## src/rtl/bbs_pkg.sv

```systemverilog
package bbs_pkg;
  typedef enum logic [2:0] {
    S_IDLE, S_PRE, S_PGAP, S_ACT, S_AGAP, S_DATA
  } seq_state_e;

  localparam int CMD_W   = 6;
  localparam int C_MAINT = 5;
  localparam int C_OPEN  = 4;
  localparam int C_LONG  = 3;
  localparam int C_WRITE = 2;
  localparam int C_CLOSE = 1;
  localparam int C_CLK   = 0;

  localparam int SHORT_LEN = 4;
  localparam int LONG_LEN  = 8;
  localparam int BEAT_W    = $clog2(LONG_LEN);
endpackage

```

## src/rtl/bbs_bank_table.sv

```systemverilog
module bbs_bank_table #(
  parameter int NUM_BANKS = 8,
  parameter int ROW_W     = 12,
  localparam int BANK_W   = $clog2(NUM_BANKS)
) (
  input  logic              clk,
  input  logic              rst,
  input  logic [BANK_W-1:0] rd_bank,
  output logic              rd_open,
  output logic [ROW_W-1:0]  rd_row,
  input  logic              set_en,
  input  logic [BANK_W-1:0] set_bank,
  input  logic [ROW_W-1:0]  set_row,
  input  logic              clr_en,
  input  logic [BANK_W-1:0] clr_bank
);
  logic [NUM_BANKS-1:0] open_q;
  logic [ROW_W-1:0]     row_mem [NUM_BANKS];

  always_ff @(posedge clk) begin
    if (rst) begin
      open_q <= '0;
    end else begin
      if (set_en) open_q[set_bank] <= 1'b1;
      if (clr_en) open_q[clr_bank] <= 1'b0;
    end
  end

  // Row storage has no reset so it can map onto distributed RAM.
  always_ff @(posedge clk) begin
    if (set_en) row_mem[set_bank] <= set_row;
  end

  assign rd_open = open_q[rd_bank];
  assign rd_row  = row_mem[rd_bank];

  // A bank is never opened and closed in the same cycle.
  p_set_clr_excl_r11: assert property (@(posedge clk) disable iff (rst)
    !(set_en && clr_en));
endmodule

```

## src/rtl/bbs_seq_ctrl.sv

```systemverilog
module bbs_seq_ctrl
  import bbs_pkg::*;
#(
  parameter int NUM_BANKS = 8,
  parameter int ROW_W     = 12,
  parameter int COL_W     = 7,
  localparam int BANK_W   = $clog2(NUM_BANKS)
) (
  input  logic              clk,
  input  logic              rst,
  input  logic              req_valid,
  input  logic [CMD_W-1:0]  req_cmd,
  input  logic [BANK_W-1:0] req_bank,
  input  logic [ROW_W-1:0]  req_row,
  input  logic [COL_W-1:0]  req_col,
  output logic [BANK_W-1:0] tbl_rd_bank,
  input  logic              tbl_open,
  input  logic [ROW_W-1:0]  tbl_row,
  output logic              set_en,
  output logic [BANK_W-1:0] set_bank,
  output logic [ROW_W-1:0]  set_row,
  output logic              clr_en,
  output logic [BANK_W-1:0] clr_bank,
  output logic              busy,
  output logic              err,
  output logic              act_valid,
  output logic [BANK_W-1:0] act_bank,
  output logic [ROW_W-1:0]  act_row,
  output logic              pre_valid,
  output logic [BANK_W-1:0] pre_bank,
  output logic              dat_valid,
  output logic              dat_write,
  output logic              dat_clk_sel,
  output logic [BANK_W-1:0] dat_bank,
  output logic [COL_W-1:0]  dat_col,
  output logic              dat_last
);
  seq_state_e        state_q, state_d;
  logic              act_pend_q, act_pend_d;
  logic              data_q, data_d;
  logic              err_d;
  logic [BEAT_W-1:0] beat_q, beat_d;
  logic [CMD_W-1:0]  cmd_q;
  logic [BANK_W-1:0] bank_q;
  logic [ROW_W-1:0]  row_q;
  logic [COL_W-1:0]  col_q;

  logic              idle, accept, row_hit, burst_end;
  logic [CMD_W-1:0]  cur_cmd;
  logic [BANK_W-1:0] cur_bank;
  logic [ROW_W-1:0]  cur_row;
  logic [COL_W-1:0]  cur_col;
  logic [BEAT_W-1:0] last_idx;

  assign idle      = (state_q == S_IDLE);
  assign accept    = idle && req_valid;
  assign cur_cmd   = idle ? req_cmd  : cmd_q;
  assign cur_bank  = idle ? req_bank : bank_q;
  assign cur_row   = idle ? req_row  : row_q;
  assign cur_col   = idle ? req_col  : col_q;
  assign tbl_rd_bank = req_bank;
  assign row_hit   = tbl_open && (tbl_row == req_row);
  assign last_idx  = cmd_q[C_LONG] ? BEAT_W'(LONG_LEN - 1) : BEAT_W'(SHORT_LEN - 1);
  assign burst_end = (beat_q == last_idx);

  always_comb begin
    state_d    = state_q;
    act_pend_d = act_pend_q;
    data_d     = data_q;
    err_d      = 1'b0;
    case (state_q)
      S_IDLE: if (req_valid) begin
        data_d     = !req_cmd[C_MAINT];
        act_pend_d = 1'b0;
        if (req_cmd[C_OPEN]) begin
          if (row_hit)       state_d = data_d ? S_DATA : S_IDLE;
          else if (tbl_open) begin
            state_d    = S_PRE;
            act_pend_d = 1'b1;
          end else           state_d = S_ACT;
        end else if (data_d) begin
          if (tbl_open) state_d = S_DATA;
          else          err_d   = 1'b1;
        end else if (tbl_open) begin
          state_d = S_PRE;
        end
      end
      S_PRE:  state_d = S_PGAP;
      S_PGAP: state_d = act_pend_q ? S_ACT : S_IDLE;
      S_ACT: begin
        state_d    = S_AGAP;
        act_pend_d = 1'b0;
      end
      S_AGAP: state_d = data_q ? S_DATA : S_IDLE;
      S_DATA: if (burst_end) state_d = cmd_q[C_CLOSE] ? S_PRE : S_IDLE;
      default: state_d = S_IDLE;
    endcase
  end

  assign beat_d = (state_q == S_DATA) ? beat_q + 1'b1 : '0;

  assign set_en   = (state_d == S_ACT);
  assign set_bank = cur_bank;
  assign set_row  = cur_row;
  assign clr_en   = (state_d == S_PRE);
  assign clr_bank = cur_bank;

  always_ff @(posedge clk) begin
    if (rst) begin
      state_q    <= S_IDLE;
      act_pend_q <= 1'b0;
      data_q     <= 1'b0;
      beat_q     <= '0;
      cmd_q      <= '0;
      bank_q     <= '0;
      row_q      <= '0;
      col_q      <= '0;
    end else begin
      state_q    <= state_d;
      act_pend_q <= act_pend_d;
      data_q     <= data_d;
      beat_q     <= beat_d;
      if (accept) begin
        cmd_q  <= req_cmd;
        bank_q <= req_bank;
        row_q  <= req_row;
        col_q  <= req_col;
      end
    end
  end

  always_ff @(posedge clk) begin
    if (rst) begin
      busy        <= 1'b0;
      err         <= 1'b0;
      act_valid   <= 1'b0;
      act_bank    <= '0;
      act_row     <= '0;
      pre_valid   <= 1'b0;
      pre_bank    <= '0;
      dat_valid   <= 1'b0;
      dat_write   <= 1'b0;
      dat_clk_sel <= 1'b0;
      dat_bank    <= '0;
      dat_col     <= '0;
      dat_last    <= 1'b0;
    end else begin
      busy        <= (state_d != S_IDLE);
      err         <= err_d;
      act_valid   <= (state_d == S_ACT);
      act_bank    <= cur_bank;
      act_row     <= cur_row;
      pre_valid   <= (state_d == S_PRE);
      pre_bank    <= cur_bank;
      dat_valid   <= (state_d == S_DATA);
      dat_write   <= cur_cmd[C_WRITE];
      dat_clk_sel <= cur_cmd[C_CLK];
      dat_bank    <= cur_bank;
      dat_col     <= cur_col + COL_W'(beat_d);
      dat_last    <= (state_d == S_DATA) &&
                     (beat_d == (cur_cmd[C_LONG] ? BEAT_W'(LONG_LEN - 1) : BEAT_W'(SHORT_LEN - 1)));
    end
  end

  p_act_gap_r3: assert property (@(posedge clk) disable iff (rst)
    act_valid |=> !dat_valid && !act_valid);
  p_pre_gap_r8: assert property (@(posedge clk) disable iff (rst)
    pre_valid |=> !act_valid && !pre_valid);
  p_burst_run_r4: assert property (@(posedge clk) disable iff (rst)
    dat_valid && !dat_last |=> dat_valid);
  p_beat_attr_r5: assert property (@(posedge clk) disable iff (rst)
    dat_valid && !dat_last |=> $stable(dat_write) && $stable(dat_clk_sel));
  p_err_quiet_r7: assert property (@(posedge clk) disable iff (rst)
    err |-> !busy && !act_valid && !pre_valid && !dat_valid);
  p_one_strobe_r12: assert property (@(posedge clk) disable iff (rst)
    $onehot0({act_valid, pre_valid, dat_valid}));
  p_busy_cover_r12: assert property (@(posedge clk) disable iff (rst)
    (act_valid || pre_valid || dat_valid) |-> busy);
endmodule

```

## src/rtl/bank_burst_seq.sv

```systemverilog
module bank_burst_seq #(
  parameter int NUM_BANKS = 8,
  parameter int ROW_W     = 12,
  parameter int COL_W     = 7,
  localparam int BANK_W   = $clog2(NUM_BANKS)
) (
  input  logic              clk,
  input  logic              rst,
  input  logic              req_valid,
  input  logic [5:0]        req_cmd,
  input  logic [BANK_W-1:0] req_bank,
  input  logic [ROW_W-1:0]  req_row,
  input  logic [COL_W-1:0]  req_col,
  output logic              busy,
  output logic              err,
  output logic              act_valid,
  output logic [BANK_W-1:0] act_bank,
  output logic [ROW_W-1:0]  act_row,
  output logic              pre_valid,
  output logic [BANK_W-1:0] pre_bank,
  output logic              dat_valid,
  output logic              dat_write,
  output logic              dat_clk_sel,
  output logic [BANK_W-1:0] dat_bank,
  output logic [COL_W-1:0]  dat_col,
  output logic              dat_last
);
  logic [BANK_W-1:0] tbl_rd_bank, set_bank, clr_bank;
  logic [ROW_W-1:0]  tbl_row, set_row;
  logic              tbl_open, set_en, clr_en;

  bbs_bank_table #(.NUM_BANKS(NUM_BANKS), .ROW_W(ROW_W)) u_table (
    .clk(clk), .rst(rst),
    .rd_bank(tbl_rd_bank), .rd_open(tbl_open), .rd_row(tbl_row),
    .set_en(set_en), .set_bank(set_bank), .set_row(set_row),
    .clr_en(clr_en), .clr_bank(clr_bank)
  );

  bbs_seq_ctrl #(.NUM_BANKS(NUM_BANKS), .ROW_W(ROW_W), .COL_W(COL_W)) u_seq (
    .clk(clk), .rst(rst),
    .req_valid(req_valid), .req_cmd(req_cmd), .req_bank(req_bank),
    .req_row(req_row), .req_col(req_col),
    .tbl_rd_bank(tbl_rd_bank), .tbl_open(tbl_open), .tbl_row(tbl_row),
    .set_en(set_en), .set_bank(set_bank), .set_row(set_row),
    .clr_en(clr_en), .clr_bank(clr_bank),
    .busy(busy), .err(err),
    .act_valid(act_valid), .act_bank(act_bank), .act_row(act_row),
    .pre_valid(pre_valid), .pre_bank(pre_bank),
    .dat_valid(dat_valid), .dat_write(dat_write), .dat_clk_sel(dat_clk_sel),
    .dat_bank(dat_bank), .dat_col(dat_col), .dat_last(dat_last)
  );
endmodule

```

## config.mk

```make
export PLATFORM = sky130hd
export DESIGN_NAME = bank_burst_seq
export DESIGN_NICKNAME = d
export VERILOG_FILES = /design/src/rtl/bbs_pkg.sv /design/src/rtl/bbs_bank_table.sv /design/src/rtl/bbs_seq_ctrl.sv /design/src/rtl/bank_burst_seq.sv
export SDC_FILE = /design/constraint.sdc
export NUM_CORES = 1
export LEC_CHECK = 0
export ABC_AREA = 1
export BUFFER_PORTS_ARGS = -buffer_cell sky130_fd_sc_hd__buf_2
export CORE_UTILIZATION = 31
export DETAILED_ROUTE_END_ITERATION = 16
export HOLD_SLACK_MARGIN = 0.05
export SLEW_MARGIN = 20
export SYNTH_ARGS = -nofsm -noshare
export SYNTH_HDL_FRONTEND = slang
export SYNTH_HIERARCHICAL = 1
export SYNTH_SLANG_ARGS = --single-unit
```

## constraint.sdc

```tcl
create_clock -name clk -period 4 [get_ports clk]
set_input_delay 0.6 -clock clk [delete_from_list [all_inputs] [get_ports clk]]
set_output_delay 0.6 -clock clk [all_outputs]
set_load 0.01 [all_outputs]
```

==> results of run 1 <==
worst max-delay path: stages:
cell     delay (ns)
buf_2          0.31
buf_4          0.28
buf_4          0.19
nand3_1        0.08
nand2_1        0.07
nand2_1        0.05
nand2_1        0.08
nor2_1         0.04
nor2_1         0.17
nor2_1         0.06
nand2_1        0.08
nor2_2         0.05
nand3_1        0.08
nand2_1        0.06
nand2_1        0.07
nand2_2        0.08
inv_2          0.06
nand2_1        0.06
nor2_1         0.18
nand2_1        0.14
nor2_1         0.30
buf_4          0.26
per-layer routing:
metal,vias to the layer above,global-route usage (%)
li1,2907,-
met1,2662,20.7
met2,124,25.0
met3,17,3.62
met4,0,4.49
met5,-,0
area by class of cell:
cell class	count	area (sq um)
clock buffers	20	437
clock inverters	10	154
fillers	2416	15000
inverters	193	732
multi-input cells	501	2260
flip-flops and latches	168	4320
well taps	319	399
repair buffers	82	463
synthesized netlist by cell type (2+ instances only):
cell type | count | area, sq um
nand4_1 | 2 | 12.5
nand2_4 | 2 | 22.5
clkbuf_1 | 9 | 33.8
o21ai_0 | 39 | 195
nand2_1 | 238 | 893
nand3_1 | 60 | 300
inv_1 | 184 | 691
a211oi_1 | 5 | 37.5
edfxtp_1 | 96 | 2880
a21oi_1 | 32 | 160
buf_4 | 17 | 128
o21ai_1 | 19 | 95.1
inv_2 | 5 | 18.8
ha_1 | 4 | 50.1
xnor2_1 | 5 | 43.8
nor3_2 | 2 | 20.0
inv_4 | 3 | 18.8
nor2_1 | 75 | 282
buf_2 | 11 | 55.1
buf_6 | 6 | 67.6
dfxtp_1 | 72 | 1440
nor3_1 | 3 | 15.0
power groups by stage:
stage	clock (mW)	sequential, mW	combinational [mW]
2_1_floorplan	0	2.04	0.379
3_3_place_gp	0	2.02	0.566
3_5_place_dp	0	2.02	0.570
4_1_cts	1.71	1.99	0.573
5_1_grt	1.78	1.99	0.645
6_report	1.68	1.98	0.570
through the flow:
step	setup slack (ns)	total power, mW	instances	utilization (%)
detailed placement	0.330	2.59	1263	34.4
global placement	0.342	2.59	1263	34.4
floorplan	0.827	2.41	907	-
finish	0.776	4.24	1293	36.9
CTS	0.773	4.27	1293	36.9
global route	0.469	4.42	1293	36.9
logic make-up (layout without fill, tap and decap cells):
| group | after synthesis | after routing |
|---|---|---|
| buffers and inverters | 238 | 305 |
| multiplexers | 1 | 1 |
| AO/OA/AOI/OAI | 102 | 102 |
| flip-flops | 168 | 168 |
| XOR/XNOR | 5 | 5 |
| AND/OR/NAND/NOR | 388 | 388 |
| adder cells (fa/ha/maj) | 5 | 5 |
flip-flops by register name, summed over array words and instances, names as in the netlist, 3 cells and up:
register,flops
u_seq/act_row,12
u_seq/bank_q,3
u_seq/beat_q,3
u_seq/cmd_q,4
u_seq/col_q,7
u_seq/dat_bank,3
u_seq/dat_col,7
u_seq/row_q,12
u_seq/state_q,3
u_table/open_q,8
u_table/row_mem,96
worst max path at each step:
stage,startpoint,endpoint,depth (start not counted)
5_1_grt,req_bank[1],u_table/row_mem[7][7],22
4_1_cts,req_bank[1],u_table/row_mem[7][1],22
3_3_place_gp,req_bank[1],u_table/row_mem[7][7],22
6_report,req_bank[1],u_table/row_mem[7][7],22
2_1_floorplan,req_bank[0],u_table/row_mem[0][0],26
3_5_place_dp,req_bank[1],u_table/row_mem[7][10],22
layout by cell type, fill, tap and decap left out, drive strengths merged, types with 2 or more instances in the layout:
| cell type | synthesis | routed |
|---|---|---|
| buf | 35 | 82 |
| nor3 | 5 | 5 |
| bufinv | 0 | 4 |
| nand2 | 241 | 241 |
| clkbuf | 10 | 20 |
| edfxtp | 96 | 96 |
| a21oi | 32 | 32 |
| clkinv | 1 | 5 |
| nand3 | 61 | 61 |
| nand4 | 2 | 2 |
| o21ai | 59 | 59 |
| ha | 4 | 4 |
| clkinvlp | 0 | 2 |
| nor2 | 77 | 77 |
| a211oi | 5 | 5 |
| dfxtp | 72 | 72 |
| xnor2 | 5 | 5 |
| inv | 192 | 192 |
==> results.sh, run 1 <==
export IMPL_status="complete, no violations"
export IMPL_cp_start_kind="input port"
export IMPL_hold_viol=0
export IMPL_wl_met1_um=8670
export IMPL_critPathMaxFanout=14
export IMPL_min_path_type="in2reg"
export IMPL_min_delay_start="req_cmd[4]"
export IMPL_worstPathArrival_ns=3.35
export IMPL_root_buffer="clkbuf_16"
export IMPL_r2r_end="u_table/row_mem[7][7]"
export IMPL_synth_xor_area_share_pct=0.575
export IMPL_die_area_sq_um=25200
export IMPL_p_seq_share_pct=46.8
export IMPL_syn2layout_area_growth_pct=15.2
export IMPL_dp_hpwl_um=12500
export IMPL_required_ns=4.13
export IMPL_die_y_um=159
export IMPL_met2_length_um=8670
export IMPL_drc=0
export IMPL_holdWs_ns=0.414
export IMPL_drive_gt1_share_pct=12.9
export IMPL_grt_pass1_wl_um=29200
export IMPL_p_clk_share_pct=39.7
export IMPL_totalWireLength_um=18500
export IMPL_post_drt_wl_per_cell_um=14.3
export IMPL_p_leak_nw=4.06
export IMPL_synth_edf_count=96
export IMPL_grt_setup_unrepaired="no"
export IMPL_final_setup_tns_ns=0
export IMPL_clock_fmax_mhz=310
export IMPL_grt_use_total_pct=15.5
export IMPL_end_kind="flop"
export IMPL_cap_violations=0
export IMPL_syn_avg_cell_area_sq_um=8.39
export IMPL_synth_top_family_by_area="simple AND/OR/NAND/NOR gates"
export IMPL_comb_power_share_pct=13.5
export IMPL_syn_inst=907
export IMPL_syn_nets=943
export IMPL_htree_levels=4
export IMPL_cts_path_max_buffers=2
export IMPL_numCtsBuffers=17
export IMPL_vdd_drop_max_mv=0.317
export IMPL_hold_depth=2
export IMPL_muxShareOfSynthArea_pct=0.132
export IMPL_layout_nets=999
export IMPL_design_area_sq_um=8770
export IMPL_setup_viol=0
export IMPL_rr_startpoint="u_table/row_mem[3][3]"
export IMPL_ant_nets=0
export IMPL_top_layer="met4"
export IMPL_slew_headroom_pct=42.3
export IMPL_ys_seq_area_share_pct=56.8
export IMPL_place_area_sq_um=8180
export IMPL_switchingPower_mw=1.09
export IMPL_drt_iter0_drc=420
export IMPL_io_pin_count=67
export IMPL_ys_seq_elements=168
export IMPL_synthSimpleGateAreaFrac_pct=20.9
export IMPL_period_minus_slack_ns=3.22
export IMPL_rows=56
export IMPL_postCtsSetupBuffers=0
export IMPL_start_util_pct=32.0
export IMPL_synthArstFlopShare_pct=0
export IMPL_synth_flop_cell="edfxtp_1"
export IMPL_power_density_nw_per_um2=483
export IMPL_synth_fa_ha_area_share_pct=0.921
export IMPL_grt_max_degree=55
export IMPL_fin_crit_sh_pct=80.6
export IMPL_dieWidth_um=159
export IMPL_cts_num_sinks=168
export IMPL_insertion_delay_ns=0.42
export IMPL_cts_resized=0
export IMPL_synth_compound_area_share_pct=7.18
export IMPL_whs_endpoint="u_seq/err"
export IMPL_core_sq_um=23800
export IMPL_route_met3_wl_um=880
export IMPL_finalMaxSlewViolations=0
export IMPL_dr_pass1_iters=4
export IMPL_timing_reg2reg_setup_slack_ns=1.22
export IMPL_portBuffers=66
export IMPL_switching_share_pct=25.6
export IMPL_tightestPinTransition_ns=0.864
export IMPL_grt_pass1_vias=5419
export IMPL_finClkSkew_ns=0.00870
export IMPL_gp_congestion=0.859
export IMPL_synth_warnings=6
export IMPL_rr_worst_depth=22
export IMPL_cts_tree="built"
export IMPL_num_vias=5710
export IMPL_yosysUniqueCellTypes=40
export IMPL_viasPerCell=4.42
export IMPL_crit_type="in2reg"
export IMPL_p_int_mw=3.15
export IMPL_num_antenna_cells=0
export IMPL_antenna_found_initial=1
export IMPL_cts_clk_slew_worst_paths_ns=0.06
export IMPL_postCtsHoldBufs=0
export IMPL_netlist_area_sq_um=7610
export IMPL_grt_ovfl_total=0
Note: power is estimated with default switching activity, not from simulation.
==> inputs of run 2 (changes only) <==
--- a/config.mk
+++ b/config.mk
@@ -5,7 +5,7 @@
 export SDC_FILE = /design/constraint.sdc
 export NUM_CORES = 1
 export LEC_CHECK = 0
-export ABC_AREA = 1
+export ABC_AREA = 0
 export BUFFER_PORTS_ARGS = -buffer_cell sky130_fd_sc_hd__buf_2
 export CORE_UTILIZATION = 31
 export DETAILED_ROUTE_END_ITERATION = 16
==> constraint.sdc (replaced) <==
create_clock -name clk -period 3.23 [get_ports clk]
set_input_delay 0.4845 -clock clk [delete_from_list [all_inputs] [get_ports clk]]
set_output_delay 0.4845 -clock clk [all_outputs]
set_load 0.01 [all_outputs]
==> results.sh, run 2 <==
export IMPL_grt_setup_unrepaired="no"
export IMPL_numCtsBuffers=17
export IMPL_synthArstFlopShare_pct=0
export IMPL_drt_iter0_drc=294
export IMPL_yosysMostFrequentCell="edfxtp_1"
export IMPL_core_sq_um=22000
export IMPL_syn_nets=540
export IMPL_finalMaxSlewViolations=0
export IMPL_grt_pass1_wl_um=24000
export IMPL_end_kind="flop"
export IMPL_syn_avg_cell_area_sq_um=13.9
export IMPL_drive_gt1_share_pct=31.3
export IMPL_rows=54
export IMPL_synth_edf_count=96
export IMPL_num_vias=4188
export IMPL_synth_warnings=6
export IMPL_syn2layout_area_growth_pct=20.6
export IMPL_gp_congestion=0.762
export IMPL_crit_type="in2reg"
export IMPL_yosysTopAreaCell="edfxtp_1"
export IMPL_max_stage_delay_ns=0.51
export IMPL_largest_register_ffs=96
export IMPL_regMostFlops="u_table/row_mem"
export IMPL_fillCellCount=2030
export IMPL_fin_total_pwr_mw=5.00
export IMPL_regArea_sq_um=4320
export IMPL_p_seq_share_pct=47.6
export IMPL_required_ns=3.42
export IMPL_violations="design-rule violations"
export IMPL_portBuffers=66
export IMPL_switchingPower_mw=1.12
export IMPL_post_drt_wl_per_cell_um=17.0
export IMPL_tightestPinTransition_ns=0.800
export IMPL_ys_seq_area_share_pct=61.6
export IMPL_cap_violations=0
export IMPL_mostFrequentLayoutCells="edfxtp_1, dfxtp_1, buf_2, nand2_1, a21oi_1"
export IMPL_hold_depth=3
export IMPL_cts_num_sinks=168
export IMPL_final_common_cell="edfxtp_1"
export IMPL_grt_use_total_pct=13.5
export IMPL_die_y_um=152
export IMPL_min_path_type="in2reg"
export IMPL_synth_compound_area_share_pct=5.01
export IMPL_root_buffer="clkbuf_16"
export IMPL_cts_clk_slew_worst_paths_ns=0.06
export IMPL_io_pin_count=67
export IMPL_synth_top_cell_area_share_pct=41.1
export IMPL_slew_headroom_pct=46.7
export IMPL_grt_pass1_vias=4292
export IMPL_multiInputGateArea_sq_um=2410
export IMPL_syn_inst=504
export IMPL_holdWs_ns=0.305
export IMPL_p_clk_share_pct=42.5
export IMPL_final_setup_tns_ns=0
export IMPL_hold_viol=0
export IMPL_path_cells="buf_2, buf_4, mux4_2, mux2_4, xnor2_1, nand4_1, nor4_1, o31a_1, nor2_4, buf_4, nand4b_1, inv_1, buf_12"
export IMPL_dr_pass1_iters=12
export IMPL_synth_fa_ha_area_share_pct=0.998
export IMPL_muxShareOfSynthArea_pct=15.8
export IMPL_status="finished with violations"
export IMPL_worstPathArrival_ns=3.21
export IMPL_dp_hpwl_um=9930
export IMPL_drc=1
export IMPL_ys_seq_elements=168
export IMPL_critPathMaxFanout=12
export IMPL_synth_top_family_by_area="multiplexers"
export IMPL_postCtsHoldBufs=0
export IMPL_post_place_ws_ns=-0.239
export IMPL_netlist_area_sq_um=7020
export IMPL_viasPerCell=4.79
export IMPL_htree_levels=4
export IMPL_finClkSkew_ns=0.00613
export IMPL_yosysUniqueCellTypes=48
export IMPL_antenna_found_initial=0
export IMPL_place_area_sq_um=7830
export IMPL_synth_flop_cell="edfxtp_1"
export IMPL_design_area_sq_um=8460
export IMPL_clock_fmax_mhz=330
export IMPL_layout_nets=618
export IMPL_die_area_sq_um=23200
export IMPL_start_util_pct=31.9
export IMPL_ys_top_cells_by_count="edfxtp_1, dfxtp_1, nand2_1"
export IMPL_crit_slowest_cell="mux4_2"
export IMPL_synthTopCellsByArea="edfxtp_1, dfxtp_1, mux4_1"
export IMPL_rr_worst_depth=11
export IMPL_fin_crit_sh_pct=93.7
export IMPL_totalWireLength_um=14900
export IMPL_insertion_delay_ns=0.43
export IMPL_period_minus_slack_ns=3.03
export IMPL_cts_tree="built"
export IMPL_cts_path_max_buffers=2
export IMPL_vdd_drop_max_mv=0.314
export IMPL_dieWidth_um=152
export IMPL_num_antenna_cells=0
export IMPL_switching_share_pct=22.4
export IMPL_top_regs="u_table/row_mem x96, u_seq/act_row x12, u_seq/row_q x12"
export IMPL_p_int_mw=3.88
export IMPL_setup_viol=0
export IMPL_synthSimpleGateAreaFrac_pct=10.1
export IMPL_synth_xor_area_share_pct=2.37
export IMPL_worst_slack_ns=0.203
export IMPL_grt_max_degree=44
export IMPL_grt_ovfl_total=0
export IMPL_comb_power_share_pct=9.9
export IMPL_cp_start_kind="input port"
export IMPL_p_leak_nw=3.19
export IMPL_ant_nets=0
export IMPL_power_density_nw_per_um2=591
export IMPL_cp_common_cell="buf_4"
[run 2: changes by cell type in the layout (fill, tap and decap cells not counted), moves of 21 or more]
| cell | change |
|---|---|
| nor2_1 | -59 |
| nand3_1 | -54 |
| nand2_1 | -178 |
| o21ai_0 | -36 |
| inv_1 | -170 |
| nor2b_1 | +21 |
| mux2_2 | +24 |
[run 2: metal layers]
metal  part of all wire, %  vias to the layer above  global-route usage [%]
met5                     0                        -                       0
met4                   1.4                        0                    5.00
met3                   4.1                       14                    3.24
met2                    49                       96                    22.2
met1                    46                     2075                    17.4
li1                      -                     2003                       -
[run 2: final cells by class]
class	instances	area share [%]
tap	280	4.14
multi-input combinational	284	28.5
timing repair buffer	96	8.19
sequential	168	51.1
clock inverter	10	1.63
clock buffer	22	5.75
inverter	15	0.724
[run 2: path summary, 6_finish.rpt]
kind                      endpoint  slack, ns             startpoint
max          u_table/row_mem[3][1]       0.20            req_bank[0]
max reg2reg  u_table/row_mem[3][1]       0.25  u_table/row_mem[7][1]
min                 u_seq/col_q[1]       0.31             req_col[1]
min reg2reg         u_seq/row_q[2]       0.45         u_seq/row_q[2]
[run 2: cells by family after synthesis]
family                   Yosys count
flip-flops                       168
XOR/XNOR                          19
adder cells (fa/ha/maj)            5
AO/OA/AOI/OAI                     57
buffers and inverters             52
AND/OR/NAND/NOR                  138
multiplexers                      65
[run 2: power groups by stage]
stage | combinational (mW) | sequential [mW] | clock, mW
final | 0.495 | 2.38 | 2.13
after global routing | 0.546 | 2.39 | 2.26
after global placement | 0.486 | 2.42 | 0
after CTS | 0.501 | 2.38 | 2.17
after floorplan | 0.335 | 2.43 | 0
after detailed placement | 0.498 | 2.43 | 0
[run 2: per-stage QoR]
stage          std cells  util [%]
2_1_floorplan        504         -
3_5_place_dp         843      35.6
5_1_grt              875      38.4
6_report             875      38.4
4_1_cts              875      38.4
3_3_place_gp         843      35.6
[run 2: what timing repair did]
item	CTS	global route
buffers inserted	0	0
resized for setup	0	1
endpoints found under the setup margin	0	1
[run 2: critical path: cells and delay by family]
kind / cells / cell delay, ns
compound gates: 1 / 0.26
xor+xnor: 1 / 0.23
buf+inv: 5 / 0.75
mux: 2 / 0.79
simple gates: 4 / 0.67
